`src/rtl/irdec_pkg.sv`:
```
package irdec_pkg;
  // Default shape of the decoder timing: ticks per bit and event points.
  localparam int DEF_BIT_TICKS   = 16;
  localparam int DEF_SAMPLE_AT   = 8;
  localparam int DEF_WIN_OPEN_AT = 12;
  localparam int DEF_IDLE_BITS   = 10;
  localparam int DEF_SYNC_STAGES = 2;

  // Events produced by the phase tracker for one baud tick.
  typedef struct packed {
    logic accept;   // edge taken, counter re-aligned
    logic sample;   // counter stepped onto the output update point
    logic bit_val;  // decoded value to present at the update point
  } phase_evt_t;
endpackage

```
`src/rtl/irdec_rst_sync.sv`:
```
module irdec_rst_sync (
  input  logic clk,
  input  logic rst_n,
  output logic rst_sync_n
);
  logic [1:0] stage_q;

  always_ff @(posedge clk or negedge rst_n) begin
    if (!rst_n) stage_q <= 2'b00;
    else        stage_q <= {stage_q[0], 1'b1};
  end

  assign rst_sync_n = stage_q[1];
endmodule

```
`src/rtl/irdec_edge_sync.sv`:
```
module irdec_edge_sync #(
  parameter int STAGES = 2
) (
  input  logic clk,
  input  logic rst_n,
  input  logic enable,
  input  logic baud_tick,
  input  logic ir_in,
  output logic edge_now
);
  logic [STAGES-1:0] sync_q;
  logic              last_q;
  logic              pend_q;
  logic              pend_d;
  logic              ir_s;
  logic              fall;

  // Synchronizer chain, idle level is high.
  generate
    for (genvar g = 0; g < STAGES; g++) begin : g_sync
      if (g == 0) begin : g_first
        always_ff @(posedge clk or negedge rst_n) begin
          if (!rst_n) sync_q[g] <= 1'b1;
          else        sync_q[g] <= ir_in;
        end
      end else begin : g_rest
        always_ff @(posedge clk or negedge rst_n) begin
          if (!rst_n) sync_q[g] <= 1'b1;
          else        sync_q[g] <= sync_q[g-1];
        end
      end
    end
  endgenerate

  assign ir_s = sync_q[STAGES-1];
  assign fall = last_q & ~ir_s;

  // Held edge: set by a fall, cleared by the tick that consumes it.
  always_comb begin
    pend_d = pend_q;
    if (!enable)        pend_d = 1'b0;
    else if (baud_tick) pend_d = 1'b0;
    else if (fall)      pend_d = 1'b1;
  end

  always_ff @(posedge clk or negedge rst_n) begin
    if (!rst_n) begin
      last_q <= 1'b1;
      pend_q <= 1'b0;
    end else begin
      last_q <= ir_s;
      pend_q <= pend_d;
    end
  end

  assign edge_now = enable & (fall | pend_q);
endmodule

```
`src/rtl/irdec_phase.sv`:
```
module irdec_phase
  import irdec_pkg::*;
#(
  parameter int BIT_TICKS   = DEF_BIT_TICKS,
  parameter int SAMPLE_AT   = DEF_SAMPLE_AT,
  parameter int WIN_OPEN_AT = DEF_WIN_OPEN_AT,
  parameter int IDLE_BITS   = DEF_IDLE_BITS,
  localparam int CNT_W      = $clog2(BIT_TICKS),
  localparam int IDLE_W     = $clog2(IDLE_BITS + 1)
) (
  input  logic             clk,
  input  logic             rst_n,
  input  logic             enable,
  input  logic             baud_tick,
  input  logic             edge_now,
  output logic [CNT_W-1:0] cnt,
  output logic             win_open,
  output logic             idle,
  output phase_evt_t       evt
);
  localparam logic [CNT_W-1:0]  CNT_LAST = CNT_W'(BIT_TICKS - 1);
  localparam logic [CNT_W-1:0]  CNT_SAMP = CNT_W'(SAMPLE_AT);
  localparam logic [CNT_W-1:0]  CNT_OPEN = CNT_W'(WIN_OPEN_AT);
  localparam logic [IDLE_W-1:0] IDLE_MAX = IDLE_W'(IDLE_BITS);

  logic [CNT_W-1:0]  cnt_q, cnt_d, cnt_inc;
  logic              win_q, win_d;
  logic              seen_q, seen_d;
  logic [IDLE_W-1:0] ones_q, ones_d;
  logic              tick_go, accept, sample, open_pt, is_idle;

  // Event decode for the current tick.
  always_comb begin
    tick_go = enable & baud_tick;
    is_idle = (ones_q == IDLE_MAX);
    cnt_inc = (cnt_q == CNT_LAST) ? '0 : cnt_q + 1'b1;
    accept  = tick_go & edge_now & (win_q | is_idle);
    sample  = tick_go & ~accept & (cnt_inc == CNT_SAMP);
    open_pt = tick_go & ~accept & (cnt_inc == CNT_OPEN);
  end

  // Next state.
  always_comb begin
    cnt_d  = cnt_q;
    win_d  = win_q;
    seen_d = seen_q;
    ones_d = ones_q;
    if (!enable) begin
      cnt_d  = '0;
      win_d  = 1'b0;
      seen_d = 1'b0;
      ones_d = IDLE_MAX;
    end else if (accept) begin
      cnt_d  = '0;
      win_d  = 1'b0;
      seen_d = 1'b1;
      ones_d = '0;
    end else if (tick_go) begin
      cnt_d = cnt_inc;
      if (open_pt) win_d = 1'b1;
      if (sample) begin
        win_d  = 1'b0;
        seen_d = 1'b0;
        if (!seen_q && !is_idle) ones_d = ones_q + 1'b1;
      end
    end
  end

  always_ff @(posedge clk or negedge rst_n) begin
    if (!rst_n) begin
      cnt_q  <= '0;
      win_q  <= 1'b0;
      seen_q <= 1'b0;
      ones_q <= IDLE_MAX;
    end else begin
      cnt_q  <= cnt_d;
      win_q  <= win_d;
      seen_q <= seen_d;
      ones_q <= ones_d;
    end
  end

  assign cnt         = cnt_q;
  assign win_open    = win_q;
  assign idle        = is_idle;
  assign evt.accept  = accept;
  assign evt.sample  = sample;
  assign evt.bit_val = ~seen_q;
endmodule

```
`src/rtl/irdec_nrz_out.sv`:
```
module irdec_nrz_out
  import irdec_pkg::*;
(
  input  logic       clk,
  input  logic       rst_n,
  input  logic       enable,
  input  phase_evt_t evt,
  output logic       rxd
);
  logic rxd_q, rxd_d;

  always_comb begin
    rxd_d = rxd_q;
    if (!enable)         rxd_d = 1'b1;
    else if (evt.sample) rxd_d = evt.bit_val;
  end

  always_ff @(posedge clk or negedge rst_n) begin
    if (!rst_n) rxd_q <= 1'b1;
    else        rxd_q <= rxd_d;
  end

  assign rxd = rxd_q;
endmodule

```
`src/rtl/irda_sir_rx_decoder.sv`:
```
module irda_sir_rx_decoder
  import irdec_pkg::*;
#(
  parameter int BIT_TICKS   = DEF_BIT_TICKS,
  parameter int SAMPLE_AT   = DEF_SAMPLE_AT,
  parameter int WIN_OPEN_AT = DEF_WIN_OPEN_AT,
  parameter int IDLE_BITS   = DEF_IDLE_BITS,
  parameter int SYNC_STAGES = DEF_SYNC_STAGES
) (
  input  logic clk,
  input  logic rst_n,
  input  logic enable,
  input  logic baud_tick,
  input  logic ir_rx,
  output logic rxd
);
  localparam int CNT_W = $clog2(BIT_TICKS);

  logic             rst_sync_n;
  logic             edge_now;
  logic [CNT_W-1:0] cnt;
  logic             win_open;
  logic             idle;
  phase_evt_t       evt;

  irdec_rst_sync u_rst (
    .clk        (clk),
    .rst_n      (rst_n),
    .rst_sync_n (rst_sync_n)
  );

  irdec_edge_sync #(.STAGES(SYNC_STAGES)) u_edge (
    .clk       (clk),
    .rst_n     (rst_sync_n),
    .enable    (enable),
    .baud_tick (baud_tick),
    .ir_in     (ir_rx),
    .edge_now  (edge_now)
  );

  irdec_phase #(
    .BIT_TICKS   (BIT_TICKS),
    .SAMPLE_AT   (SAMPLE_AT),
    .WIN_OPEN_AT (WIN_OPEN_AT),
    .IDLE_BITS   (IDLE_BITS)
  ) u_phase (
    .clk       (clk),
    .rst_n     (rst_sync_n),
    .enable    (enable),
    .baud_tick (baud_tick),
    .edge_now  (edge_now),
    .cnt       (cnt),
    .win_open  (win_open),
    .idle      (idle),
    .evt       (evt)
  );

  irdec_nrz_out u_out (
    .clk    (clk),
    .rst_n  (rst_sync_n),
    .enable (enable),
    .evt    (evt),
    .rxd    (rxd)
  );
endmodule

```
`config.mk`:
```
export PLATFORM = sky130hd
export DESIGN_NAME = irda_sir_rx_decoder
export DESIGN_NICKNAME = d
export VERILOG_FILES = /design/src/rtl/irdec_pkg.sv /design/src/rtl/irdec_rst_sync.sv /design/src/rtl/irdec_edge_sync.sv /design/src/rtl/irdec_phase.sv /design/src/rtl/irdec_nrz_out.sv /design/src/rtl/irda_sir_rx_decoder.sv
export SDC_FILE = /design/constraint.sdc
export NUM_CORES = 1
export LEC_CHECK = 0
export BUFFER_PORTS_ARGS = -buffer_cell sky130_fd_sc_hd__clkbuf_2
export CELL_PAD_IN_SITES_DETAIL_PLACEMENT = 0
export CELL_PAD_IN_SITES_GLOBAL_PLACEMENT = 1
export CORE_MARGIN = 3
export CORE_UTILIZATION = 52
export CTS_BUF_LIST = sky130_fd_sc_hd__clkbuf_4 sky130_fd_sc_hd__clkbuf_8
export CTS_CLUSTER_SIZE = 16
export DETAILED_ROUTE_END_ITERATION = 6
export GPL_TIMING_DRIVEN = 0
export HOLD_SLACK_MARGIN = 0.12
export PLACE_DENSITY_LB_ADDON = 0.1
export SLEW_MARGIN = 20
export SYNTH_ARGS = -nofsm -noshare
export SYNTH_HDL_FRONTEND = slang
export SYNTH_HIERARCHICAL = 1
export SYNTH_SLANG_ARGS = --single-unit
export TNS_END_PERCENT = 10
```
`constraint.sdc`:
```
create_clock -name clk -period 1.6 [get_ports clk]
set_input_delay 0.4 -clock clk [delete_from_list [all_inputs] [get_ports clk]]
set_output_delay 0.4 -clock clk [all_outputs]
set_load 0.1 [all_outputs]
```
==> results by group <==
Status
  • Outcome: finished with violations
  • Failing checks: setup timing

Setup path
  • Crit. Startpoint: u_phase/ones_q[0]$_DFFE_PN0P_
  • Crit-path max FO: 4
  • Slowest CP cell: or4_4
  • CP Cell Sequence: inv_1, ha_2, and3b_2, or3_4, or4_4, a21oi_2
  • Worst EP required: 1820 ps
  • CP arrival: 2140 ps
  • Worst r2r src: u_phase/ones_q[0]$_DFFE_PN0P_
  • Critical Path Max Stage Delay: 540 ps
  • CP endpoint kind: flop
  • Reg2reg setup slack: -320 ps
  • Crit path kind: reg -> reg
  • Worst setup SP type: flop

Detailed routing
  • Wirelength per Cell: 14.49 um
  • Post-DRT Antenna Nets: 0
  • DR WL met3: 53 um
  • WL met1: 846 um
  • Drt initial violations: 17
  • # DRC: 0
  • DRT Wirelength: 1884 um
  • Routed vias/inst: 5.715
  • DR vias: 743
  • Max layer used: met4
  • Met2 WL post-DR: 971 um
  • Drt first pass iters: 4

Yosys
  • Synth Warn #: 6
  • Post-synthesis cell count: 91
  • Post-synthesis cell area: 940.9 um2
  • Mapped Nets: 100
  • Synthesized area per cell: 10.34 um2

Run
  • Max cap viols: 0

Floorplan
  • Chip Width: 48.54 um
  • # IOs: 6
  • Die area: 2356 um2
  • Num rows: 14
  • Starting density of the core: 59.03%
  • Core Region: 1594 um2
  • Die height: 48.54 um

Timing
  • Hold slack final: 184.1 ps
  • Final min period: 1925 ps
  • Final Hold Vio Count: 0
  • Period utilization: 120.3%
  • # setup viols final: 6
  • Least-Margin Pin Slew: 607.8 ps
  • Max Slew Vio Count: 0
  • Worst rel slew slack: 59.48%
  • Post-route worst setup slack: -324.5 ps
  • RSZ-0062 raised after global routing: yes
  • Peak Freq: 0.5196 GHz
  • Final Skew: 1.538 ps

Clock network
  • Clock slew at reported path FFs: 100 ps
  • CTS H-Tree Depth: 1
  • Worst skew pair latency: 280 ps
  • Clk root buf: clkbuf_4
  • TritonCTS Buffers: 3
  • CTS tree: done
  • CTS max path bufs: 2
  • Clk sinks: 17

Placement
  • Place WS: -437.7 ps
  • Buffers on Ports: 5
  • Post-DP HPWL: 1267 um
  • GPL Wtd Cong: 0.7853

Power
  • Switching power: 191.4 uW
  • Static Leakage: 0.0004592 uW
  • Comb power frac: 9.9%
  • Sw Ratio: 24.92%
  • Peak VDD IR: 0.5900 mV
  • Overall power: 768.0 uW
  • Register share of total power: 60.4%
  • Clock power frac: 29.7%
  • PwrDens: 678.2 nW/um2
  • Int Pwr: 576.6 uW

Global route
  • GRT Util Overall: 16.75%
  • Global route overflow: 0
  • Initial antenna violation count: 0
  • Largest net degree at the start of global routing: 16
  • Global-route wire length before repair: 3153 um
  • Number of global-route vias before repair: 727

Finish
  • Layout net count: 116
  • Ant diodes: 0
  • Commonest non-fill, non-tap cell in the layout: dfrtp_1
  • Syn-to-layout area delta: 20.35%
  • Fill count: 119
  • Most frequent cells in the layout: dfrtp_1, nand2_1, buf_4
  • Layout cells sized above 1: 41.51%

Worst hold path
  • Min-delay worst type: in -> reg
  • Hold Crit Start: ir_rx
[metal layers]
metal	vias up	global-route usage (%)
met4	0	5.687
met1	367	20.08
met5	-	0
li1	360	-
met3	2	1.840
met2	14	30.96
[through the flow]
step	cells	utilization (%)	instance area [um2]	setup TNS, ps
floorplan	91	-	945.9	-941.0
global placement	120	62.79	1001	-2608
detailed placement	120	62.79	1001	-2894
global route	130	71.04	1132	-1946
finish	130	71.04	1132	-1468
CTS	128	67.74	1080	-1388
[sequential cells by signal, summed over array words and instances, names as in the netlist]
| name | flops |
|---|---|
| u_phase/cnt | 4 |
| u_edge/pend_q | 1 |
| u_edge/ir_s | 1 |
| u_phase/win_open | 1 |
| u_edge/last_q | 1 |
| u_rst/stage_q | 2 |
| u_out/rxd | 1 |
| u_phase/seen_q | 1 |
| u_edge/sync_q | 1 |
| u_phase/ones_q | 4 |
[final cells by class]
class,count,area [um2],area share (%)
multi-input cells,63,493.0,43.54
flip-flops and latches,17,435.4,38.45
repair buffers,12,82.58,7.293
plain buffers,4,41.29,3.646
well taps,24,30.03,2.652
clock buffers,3,22.52,1.989
inverters,6,22.52,1.989
clock inverters,1,5.005,0.4420
[power by group through the flow]
stage | Sequential, uW | Clock, uW | Combinational (uW)
final | 464 | 228 | 75.9
after global placement | 474 | 0 | 57.2
after global routing | 467 | 250 | 82.9
after floorplan | 469 | 0 | 40.9
after CTS | 465 | 235 | 69.5
after detailed placement | 475 | 0 | 58.1
[timing repair]
item	4_1_cts	5_1_grt
hold endpoints to repair	2	0
setup endpoints to repair	12	10
resized for setup	7	9
pin swaps	5	5
buffers inserted	3	3
hold buffers	1	0
[worst max-delay path, delay by kind of cell (launching register included)]
family | cells | cell delay (ps)
fa+ha+maj | 1 | 160
buf+inv | 1 | 50
compound gates | 1 | 140
flops | 1 | 370
simple gates | 3 | 1140
[worst paths after layout]
kind,endpoint,cells after the start
setup reg to reg,u_phase/ones_q[0]$_DFFE_PN0P_,6
min in group asynchronous,u_phase/cnt[3]$_DFFE_PN0P_,0
setup / recovery,u_phase/ones_q[0]$_DFFE_PN0P_,6
hold / removal,u_edge/sync_q[0]$_DFF_PN1_,1
max in group asynchronous,u_phase/cnt[0]$_DFFE_PN0P_,0
hold reg to reg,u_phase/cnt[3]$_DFFE_PN0P_,0
Power figures use the tool's default switching activity.
